==> src/rtl/spim_pkg.sv <==
package spim_pkg;
   localparam int REG_W  = 16;
   localparam int XFER_W = 2 * REG_W;
   localparam int LEN_W  = $clog2(XFER_W);
   localparam int CNT_W  = LEN_W + 1;

   typedef enum logic [2:0] {
      OFS_SETUP_A = 3'd0,
      OFS_SETUP_B = 3'd1,
      OFS_CTRL    = 3'd2,
      OFS_STAT    = 3'd3,
      OFS_TX_LO   = 3'd4,
      OFS_TX_HI   = 3'd5,
      OFS_RX_LO   = 3'd6,
      OFS_RX_HI   = 3'd7
   } reg_ofs_e;

   typedef enum logic [1:0] {
      PH_IDLE  = 2'd0,
      PH_SHIFT = 2'd1,
      PH_TAIL  = 2'd2
   } phase_e;

   // field positions in the control and setup words
   localparam int CTL_RW     = 0;
   localparam int CTL_WO     = 1;
   localparam int CTL_LEN_LO = 2;
   localparam int CTL_DEV_LO = 7;
   localparam int SUA_CLKEN  = 0;
   localparam int SUA_WMASK  = 4;
   localparam int SUA_RMASK  = 5;
   localparam int ST_RDEND   = 0;
   localparam int ST_WREND   = 1;
endpackage

==> src/rtl/spim_clkgen.sv <==
module spim_clkgen #(
   parameter int DIV = 4
) (
   input  logic clk,
   input  logic rst_n,
   input  logic run,
   output logic tick
);
   localparam int HALF = DIV / 2;

   generate
      if (HALF == 1) begin : g_direct
         assign tick = run;
      end else begin : g_count
         localparam int CW = $clog2(HALF);
         localparam logic [CW-1:0] LAST = CW'(HALF - 1);
         logic [CW-1:0] cnt_q;
         always_ff @(posedge clk or negedge rst_n) begin
            if (!rst_n)            cnt_q <= '0;
            else if (!run)         cnt_q <= '0;
            else if (cnt_q == LAST) cnt_q <= '0;
            else                   cnt_q <= cnt_q + 1'b1;
         end
         assign tick = run && (cnt_q == LAST);
      end
   endgenerate
endmodule

==> src/rtl/spim_shifter.sv <==
module spim_shifter
   import spim_pkg::*;
#(
   parameter int NUM_DEV = 5
) (
   input  logic                clk,
   input  logic                rst_n,
   input  logic                start,
   input  logic [CNT_W-1:0]    start_len,
   input  logic [2:0]          start_dev,
   input  logic [XFER_W-1:0]   tx_word,
   input  logic                tick,
   input  logic                miso,
   output logic                busy,
   output logic                done,
   output logic                sclk,
   output logic                mosi,
   output logic [NUM_DEV-1:0]  cs_n,
   output logic [XFER_W-1:0]   rx_word
);
   localparam logic [NUM_DEV-1:0] DEV_ONE = NUM_DEV'(1);
   localparam logic [CNT_W-1:0]   LEN_ONE = CNT_W'(1);

   phase_e              phase_q;
   logic                sclk_q, tail_q, done_q;
   logic [CNT_W-1:0]    left_q;
   logic [XFER_W-1:0]   tx_sr, rx_sr;
   logic [NUM_DEV-1:0]  cs_q;

   always_ff @(posedge clk or negedge rst_n) begin
      if (!rst_n) begin
         phase_q <= PH_IDLE;
         sclk_q  <= 1'b0;
         tail_q  <= 1'b0;
         done_q  <= 1'b0;
         left_q  <= '0;
         tx_sr   <= '0;
         rx_sr   <= '0;
         cs_q    <= '1;
      end else begin
         done_q <= 1'b0;
         unique case (phase_q)
            PH_IDLE: if (start) begin
               phase_q <= PH_SHIFT;
               tx_sr   <= tx_word;
               rx_sr   <= '0;
               left_q  <= start_len;
               cs_q    <= ~(DEV_ONE << start_dev);
               sclk_q  <= 1'b0;
            end
            PH_SHIFT: if (tick) begin
               if (!sclk_q) begin
                  sclk_q <= 1'b1;
                  rx_sr  <= {rx_sr[XFER_W-2:0], miso};
               end else begin
                  sclk_q <= 1'b0;
                  tx_sr  <= {tx_sr[XFER_W-2:0], 1'b0};
                  if (left_q == LEN_ONE) begin
                     phase_q <= PH_TAIL;
                     tail_q  <= 1'b0;
                  end else begin
                     left_q <= left_q - 1'b1;
                  end
               end
            end
            PH_TAIL: if (tick) begin
               if (tail_q) begin
                  phase_q <= PH_IDLE;
                  cs_q    <= '1;
                  done_q  <= 1'b1;
               end else begin
                  tail_q <= 1'b1;
               end
            end
            default: phase_q <= PH_IDLE;
         endcase
      end
   end

   assign busy    = (phase_q != PH_IDLE);
   assign done    = done_q;
   assign sclk    = sclk_q;
   assign mosi    = tx_sr[XFER_W-1];
   assign cs_n    = cs_q;
   assign rx_word = rx_sr;

   AST_CS_ONE_LOW: assert property (@(posedge clk) disable iff (!rst_n)
      $countones(~cs_n) <= 1);
   AST_SCLK_IDLE_LOW: assert property (@(posedge clk) disable iff (!rst_n)
      (&cs_n) |-> !sclk);
   AST_CS_HOLD: assert property (@(posedge clk) disable iff (!rst_n)
      busy |=> ($stable(cs_n) || (&cs_n)));
   AST_START_WHEN_IDLE: assert property (@(posedge clk) disable iff (!rst_n)
      start |-> (phase_q == PH_IDLE));
endmodule

==> src/rtl/spim_regs.sv <==
module spim_regs
   import spim_pkg::*;
#(
   parameter int NUM_DEV = 5
) (
   input  logic               clk,
   input  logic               rst_n,
   input  logic               bus_sel,
   input  logic               bus_we,
   input  logic [2:0]         bus_addr,
   input  logic [REG_W-1:0]   bus_wdata,
   output logic [REG_W-1:0]   bus_rdata,
   input  logic               busy,
   input  logic               done,
   input  logic [XFER_W-1:0]  rx_word,
   output logic               start,
   output logic [CNT_W-1:0]   start_len,
   output logic [2:0]         start_dev,
   output logic [XFER_W-1:0]  tx_word,
   output logic               irq_wr_done,
   output logic               irq_rw_done
);
   localparam logic [2:0] DEV_MAX = 3'(NUM_DEV - 1);

   logic [REG_W-1:0] sua_q, sub_q, ctl_q, txlo_q, txhi_q;
   logic [1:0]       stat_q;
   logic             wr, ctl_wr, kind_ok;

   assign wr        = bus_sel && bus_we;
   assign ctl_wr    = wr && (reg_ofs_e'(bus_addr) == OFS_CTRL);
   assign start_dev = bus_wdata[CTL_DEV_LO +: 3];
   assign kind_ok   = bus_wdata[CTL_RW] || bus_wdata[CTL_WO];
   assign start     = ctl_wr && !busy && sua_q[SUA_CLKEN] && kind_ok
                      && (start_dev <= DEV_MAX);
   assign start_len = {1'b0, bus_wdata[CTL_LEN_LO +: LEN_W]} + 1'b1;
   assign tx_word   = {txhi_q, txlo_q};

   always_ff @(posedge clk or negedge rst_n) begin
      if (!rst_n) begin
         sua_q  <= '0;
         sub_q  <= '0;
         ctl_q  <= '0;
         txlo_q <= '0;
         txhi_q <= '0;
         stat_q <= '0;
      end else begin
         if (wr) begin
            unique case (reg_ofs_e'(bus_addr))
               OFS_SETUP_A: sua_q  <= bus_wdata;
               OFS_SETUP_B: sub_q  <= bus_wdata;
               OFS_TX_LO:   txlo_q <= bus_wdata;
               OFS_TX_HI:   txhi_q <= bus_wdata;
               default: ;
            endcase
         end
         if (start) begin
            ctl_q  <= bus_wdata;
            stat_q <= '0;
         end else if (done) begin
            if (ctl_q[CTL_RW]) stat_q[ST_RDEND] <= 1'b1;
            else               stat_q[ST_WREND] <= 1'b1;
         end
      end
   end

   always_comb begin
      unique case (reg_ofs_e'(bus_addr))
         OFS_SETUP_A: bus_rdata = sua_q;
         OFS_SETUP_B: bus_rdata = sub_q;
         OFS_CTRL:    bus_rdata = ctl_q;
         OFS_STAT:    bus_rdata = {{(REG_W-2){1'b0}}, stat_q};
         OFS_TX_LO:   bus_rdata = txlo_q;
         OFS_TX_HI:   bus_rdata = txhi_q;
         OFS_RX_LO:   bus_rdata = rx_word[REG_W-1:0];
         default:     bus_rdata = rx_word[XFER_W-1:REG_W];
      endcase
   end

   assign irq_wr_done = stat_q[ST_WREND] && !sua_q[SUA_WMASK];
   assign irq_rw_done = stat_q[ST_RDEND] && !sua_q[SUA_RMASK];

   AST_STATUS_EXCLUSIVE: assert property (@(posedge clk) disable iff (!rst_n)
      !(stat_q[ST_RDEND] && stat_q[ST_WREND]));
   AST_DONE_FLAGS: assert property (@(posedge clk) disable iff (!rst_n)
      done |=> (stat_q != 2'b00));
   AST_START_CLEARS: assert property (@(posedge clk) disable iff (!rst_n)
      start |=> (busy && stat_q == 2'b00));
endmodule

==> src/rtl/spi_host_mm.sv <==
module spi_host_mm
   import spim_pkg::*;
#(
   parameter int DIV     = 4,
   parameter int NUM_DEV = 5
) (
   input  logic               clk,
   input  logic               rst_n,
   input  logic               bus_sel,
   input  logic               bus_we,
   input  logic [2:0]         bus_addr,
   input  logic [15:0]        bus_wdata,
   output logic [15:0]        bus_rdata,
   output logic               spi_sclk,
   output logic               spi_mosi,
   input  logic               spi_miso,
   output logic [NUM_DEV-1:0] spi_cs_n,
   output logic               irq_wr_done,
   output logic               irq_rw_done
);
   generate
      if (DIV < 2 || (DIV % 2) != 0) begin : g_bad_div
         $error("DIV must be an even value of at least 2");
      end
      if (NUM_DEV < 1 || NUM_DEV > 8) begin : g_bad_dev
         $error("NUM_DEV must lie in 1..8 (3-bit device field)");
      end
   endgenerate

   logic              start, busy, done, tick;
   logic [CNT_W-1:0]  start_len;
   logic [2:0]        start_dev;
   logic [XFER_W-1:0] tx_word, rx_word;

   spim_regs #(.NUM_DEV(NUM_DEV)) u_regs (
      .clk(clk), .rst_n(rst_n),
      .bus_sel(bus_sel), .bus_we(bus_we), .bus_addr(bus_addr),
      .bus_wdata(bus_wdata), .bus_rdata(bus_rdata),
      .busy(busy), .done(done), .rx_word(rx_word),
      .start(start), .start_len(start_len), .start_dev(start_dev),
      .tx_word(tx_word),
      .irq_wr_done(irq_wr_done), .irq_rw_done(irq_rw_done)
   );

   spim_clkgen #(.DIV(DIV)) u_clkgen (
      .clk(clk), .rst_n(rst_n), .run(busy), .tick(tick)
   );

   spim_shifter #(.NUM_DEV(NUM_DEV)) u_shift (
      .clk(clk), .rst_n(rst_n),
      .start(start), .start_len(start_len), .start_dev(start_dev),
      .tx_word(tx_word), .tick(tick), .miso(spi_miso),
      .busy(busy), .done(done), .sclk(spi_sclk), .mosi(spi_mosi),
      .cs_n(spi_cs_n), .rx_word(rx_word)
   );
endmodule

==> config.mk <==
export PLATFORM = sky130hd
export DESIGN_NAME = spi_host_mm
export DESIGN_NICKNAME = d
export VERILOG_FILES = /design/src/rtl/spim_pkg.sv /design/src/rtl/spim_clkgen.sv /design/src/rtl/spim_shifter.sv /design/src/rtl/spim_regs.sv /design/src/rtl/spi_host_mm.sv
export SDC_FILE = /design/constraint.sdc
export NUM_CORES = 1
export LEC_CHECK = 0
export BUFFER_PORTS_ARGS = -buffer_cell sky130_fd_sc_hd__buf_2
export CELL_PAD_IN_SITES_DETAIL_PLACEMENT = 1
export CELL_PAD_IN_SITES_GLOBAL_PLACEMENT = 1
export CORE_MARGIN = 5
export CORE_UTILIZATION = 25
export CTS_CLUSTER_DIAMETER = 120
export DETAILED_ROUTE_END_ITERATION = 7
export PLACE_DENSITY_LB_ADDON = 0.25
export SYNTH_ARGS = -nofsm -noshare
export SYNTH_HDL_FRONTEND = slang
export SYNTH_SLANG_ARGS = --single-unit
==> constraint.sdc <==
create_clock -name clk -period 2.35 [get_ports clk]
set_input_delay 0.1175 -clock clk [delete_from_list [all_inputs] [get_ports clk]]
set_output_delay 0.1175 -clock clk [all_outputs]
set_load 0.02 [all_outputs]
# Word level (Yosys, flattened, before mapping)
# Index checks and enable logic that the tools add are counted.
# op_classes
mux	43
n_addsub	3
reduce_logical	34
eq_ne	18
n_shift	1
bitwise	1
order_cmp	1
# op_table
cell	n
two-way mux 32 bit	6
one-hot mux 32 bit (2 select lines)	2
one-hot mux 16 bit (7 select lines)	1
two-way mux 6 bit	4
two-way mux 2 bit	8
two-way mux 5 bit	3
two-way mux 1 bit	14
!= test 2 bit (second input constant)	6
one-hot mux 6 bit (2 select lines)	1
AND reduction 2 bit	6
AND reduction 4 bit	3
nonzero test 2 bit	6
one-hot mux 5 bit (2 select lines)	1
AND reduction 5 bit	2
== test 3 bit (second input constant)	3
logical AND 1 bit	9
adder 5 x 1 -> 6 bit (second input constant)	1
== test 3 x 2 -> 1 bit (second input constant)	2
== test 6 x 1 -> 1 bit (second input constant)	1
!= test 2 x 1 -> 1 bit (second input constant)	3
one-hot mux 2 bit (3 select lines)	1
AND reduction 6 bit	1
subtractor 6 x 1 -> 6 bit (second input constant)	1
NOT 5 bit	1
other kinds (12)	15
# word_totals
output_inout_bits	25
in_bits	24
word_cells	117
reg_bits	163

# Longest topological paths before layout
# logic_depth
depth_word	8
ltp_mapped	9

# Cells and area by module
# A second synthesis with hierarchy kept.
# hier_totals
cells_unflattened	698
hier_area_um2	7976.4
# by_module_without_submodules
module	area_each_um2	n_inst	cells_each	seq_area_each_um2
spim_regs	4185.3	1	353	2052.0
spim_shifter	3749.8	1	342	2008.2
spim_clkgen	41.3	1	3	25.0

# Worst setup path after synthesis
# Ideal clock, no wire load.
# synth_timing
path_kind	reg2reg
startpoint	register u_shift.left_q[1]
endpoint	register u_shift.left_q[1]
t_required_ns	2.229
setup_time_ns	0.121
stages_incl_launch_ff	7
synth_period_minus_slack_ns	1.736
slack_ns	0.614
arrival_time_ns	1.615
path_cell_list	dfrtp_1 > inv_1 > ha_1 > or4b_1 > o21ai_0 > o31ai_1 > a22o_1
# synth_via
elab_chain_len	5
word_cells_on_any_way	8
# synth_rtl
item	line_no	source
from (decl)	spim_shifter.sv:26	logic [CNT_W-1:0] left_q;
from (signal assigned)	spim_shifter.sv:47	left_q <= start_len;
from (signal assigned)	spim_shifter.sv:62	left_q <= left_q - 1'b1;
subtractor 6 x 1 -> 6 bit	spim_shifter.sv:62	
two-way mux 6 bit	spim_shifter.sv:58	if (left_q == LEN_ONE) begin
two-way mux 6 bit	spim_shifter.sv:52	if (!sclk_q) begin
two-way mux 6 bit	spim_shifter.sv:51	PH_SHIFT: if (tick) begin
one-hot mux 6 bit (2 select lines)	spim_shifter.sv:42	unique case (phase_q)
# Several ways; a longest one is shown, not always the timed one. The select of a mux whose other input is x is not followed.
# A chain may end at the register's enable or synchronous reset.

# Worst setup path after layout
# layout_timing
startpoint	register u_shift.rx_sr[3] (netlist: u_shift.rx_word[3])
endpoint	output bus_rdata[3]
# layout_via
elab_chain_len	1
# layout_rtl
item	line_no	source
from (decl)	spim_shifter.sv:27	logic [XFER_W-1:0] tx_sr, rx_sr;
from (signal assigned)	spim_shifter.sv:54	rx_sr <= {rx_sr[XFER_W-2:0], miso};
one-hot mux 16 bit (7 select lines)	spim_regs.sv:67	unique case (reg_ofs_e'(bus_addr))
to (decl)	spi_host_mm.sv:13	output logic [15:0] bus_rdata,
# No other way between the ends.

==> flow_summary.json <==
{
  "end_kind": "primary output",
  "grt_start_max_net_pins": 64,
  "status": "completed",
  "cts_hold_buf": 5,
  "core_area_um2": 30500,
  "worst_setup_path_start_kind": "register",
  "async_flop_share_pct": 100,
  "cts-buffers-inserted": 17,
  "cts_root_buf": "clkbuf_16",
  "seq_power_share_pct": 47.4,
  "antenna_found_initial": 0,
  "syn_to_final_growth_pct": 17.4,
  "finalHoldViolations": 0,
  "cts_setup_buffers": 0,
  "use_met1_pct": 19.7,
  "arrival_ns": 1.86,
  "synth_edf_count": 0,
  "fillers": 3390,
  "cts_tree": "done",
  "grt_overflow_total": 0,
  "fin_hold_ws_ns": 0.0222,
  "switchingPower_mw": 1.96,
  "clk_pin_slew_worst_paths_ns": 0.07,
  "initial_core_util_pct": 25.2,
  "die_h_um": 185,
  "via_per_inst": 4.78,
  "firstDrtPassIters": 4,
  "cp.required_ns": 2.23,
  "internal_power_mw": 5.01,
  "hp-class": "in2reg",
  "syn_avg_cell_area_um2": 11.1,
  "power_density_nw_per_um2": 771,
  "nNetsFinal": 762,
  "ys.flop_type": "dfrtp_1",
  "p_comb_share_pct": 12.6,
  "maxSlewHeadroom_pct": 59.7,
  "reg2regPathDepth": 6,
  "p_sw_share_pct": 28.1,
  "synth_area_leaders": "dfrtp_1 51%, mux2_2 11%, nand2_1 4.4%",
  "ys_ff_latch": 163,
  "startpoint": "u_shift.rx_word[3]",
  "ant_nets": 0,
  "drive_gt1_share_pct": 28.5,
  "rsz0062_at_grt": "no",
  "yosysMostFrequentCell": "dfrtp_1",
  "htreeDepth": 4,
  "hp-start": "bus_wdata[7]",
  "netlist_top_cells_count": "158 x dfrtp_1, 91 x nand2_1, 78 x mux2_2",
  "min_period_over_period_pct": 84.3,
  "io_buffers": 48,
  "ios": 49,
  "gr-usage-all-layers_pct": 13.8,
  "synth_area_um2": 7690,
  "setup_viol": 0,
  "cap_viol_max_count": 0,
  "ir_drop_mv": 0.384,
  "synthCells": 692,
  "reg2reg_slack_ns": 0.39,
  "grt_pass1_vias": 5894,
  "synth_fp_nets": 719,
  "grt_first_pass_wirelength_mm": 36.4,
  "drt_iter0_drc": 284,
  "p_leak_nw": 3.99,
  "synth_top_area_share_pct": 51.4,
  "holdPathStages": 2,
  "cp_max_fo": 3,
  "top_usage_layer": "met2",
  "criticalPathCategory": "reg2out",
  "die_area_um2": 34400,
  "yosysSeqAreaShare_pct": 53.1,
  "tns_ns": 0,
  "ys_types": 57,
  "fmax_ghz": 0.505,
  "fin_crit_ns": 1.98,
  "gp_congestion": 0.735,
  "fp.dieW_um": 185,
  "vias": 5472,
  "tightestPinTransition_ns": 0.604,
  "yosys.area.top_type": "dfrtp_1",
  "grt_util_met3_pct": 2.67,
  "cts.sinks": 163,
  "post-route-drc-count": 0,
  "wl_per_cell_um": 20.0,
  "synth_warnings": 0,
  "fin_worst_skew_ns": 0.0129,
  "post-dp-hpwl_mm": 15.8,
  "maxSlewViolCount": 0,
  "rr_startpoint": "u_shift.left_q[1]",
  "met2_usage_pct": 21.8,
  "clk_latency_ns": 0.44,
  "cts_resized": 0,
  "clk_path_buf_depth": 2,
  "drt-total-wl_mm": 22.9,
  "rows": 64,
  "clkPwrFrac_pct": 40.0
}
[sequential cells by signal, summed over array words and instances, names as in the netlist]
| signal | count |
|---|---|
| u_shift.left_q | 6 |
| u_shift.phase_q | 2 |
| u_regs.txlo_q | 16 |
| u_regs.ctl_q | 16 |
| u_shift.cs_n | 5 |
| u_shift.rx_word | 32 |
| u_shift.tail_q | 1 |
| u_clkgen.g_count.cnt_q | 1 |
| u_regs.sua_q | 16 |
| u_shift.done | 1 |
| u_regs.stat_q | 2 |
| u_shift.tx_sr | 32 |
| u_regs.txhi_q | 16 |
| u_shift.sclk | 1 |
| u_regs.sub_q | 16 |
[per-stage QoR]
stage / cell area (µm²) / instances / setup WS (ns) / utilization (%) / power (mW)
floorplan: 7690 / 692 / 0.614 / - / 3.84
global placement: 8410 / 1107 / 0.481 / 27.6 / 4.24
detailed placement: 8410 / 1107 / 0.400 / 27.6 / 4.26
CTS: 9030 / 1144 / 0.330 / 29.6 / 7.09
global route: 9030 / 1144 / 0.252 / 29.6 / 7.32
finish: 9030 / 1145 / 0.369 / 29.6 / 6.97
[power by group through the flow]
stage	Sequential, mW	Combinational [mW]	Clock [mW]
6_report	3.30	0.880	2.79
3_3_place_gp	3.36	0.882	0
5_1_grt	3.34	0.973	3.01
3_5_place_dp	3.36	0.897	0
2_1_floorplan	3.24	0.597	0
4_1_cts	3.31	0.905	2.88
[worst max-delay path, cell delays in order, from the launching register on]
cell,delay [ns]
dfrtp_1,0.42
mux2_2,0.28
a221oi_1,0.28
a21oi_1,0.10
o22a_1,0.19
buf_2,0.16
[logic make-up after synthesis]
group                      share of synthesized area [%]
and+or+nand+nor                                     11.0
DFF                                                 53.1
AOI/OAI and AO/OA                                   14.7
muxes                                               16.1
buffers and inverters                               4.29
xor gates and xnor gates                           0.342
adders and majority gates                          0.488
[layer usage]
layer  routed length [µm]  part of all wire, %  vias up
met2                10800                   47       77
li1                     -                    -     2569
met1                11300                   49     2813
met5                    0                    0        -
met4                  181                 0.79        0
met3                  661                  2.9       13
[layout by cell type (no fill, tap or decap), drive strengths merged, types with 3 or more instances in the layout]
| master | count |
|---|---|
| buf | 74 |
| mux2 | 88 |
| o21ai | 17 |
| mux4 | 4 |
| o31ai | 3 |
| a211oi | 9 |
| nand2 | 91 |
| dfstp | 5 |
| a22o | 35 |
| inv | 15 |
| ha | 3 |
| clkbuf | 17 |
| clkinv | 6 |
| mux2i | 12 |
| a21oi | 19 |
| nand3 | 6 |
| dfrtp | 158 |
| nor3b | 3 |
| nor3 | 4 |
| a22oi | 10 |
| nor2b | 9 |
| dlygate4sd3 | 5 |
| o22ai | 7 |
| o221ai | 5 |
| nand2b | 5 |
| a31oi | 35 |
| nor2 | 69 |
| o21a | 6 |
[area by class of cell]
cell class / instances / area, µm² / share of cell area [%]
well taps: 396 / 495 / 5.49
inverters: 8 / 30.0 / 0.333
clock buffers: 17 / 425 / 4.71
flip-flops and latches: 163 / 4090 / 45.2
clock inverters: 15 / 146 / 1.62
repair buffers: 79 / 567 / 6.28
multi-input cells: 466 / 3280 / 36.3
diodes: 1 / 2.50 / 0.0277
[final timing paths]
kind | endpoint
max | bus_rdata[3]
min | u_shift.cs_n[3]
max reg2reg | u_shift.left_q[1]
min reg2reg | u_regs.sua_q[8]
max in group asynchronous | u_shift.rx_word[17]
min in group asynchronous | u_regs.ctl_q[7]
Power figures use the tool's default switching activity.
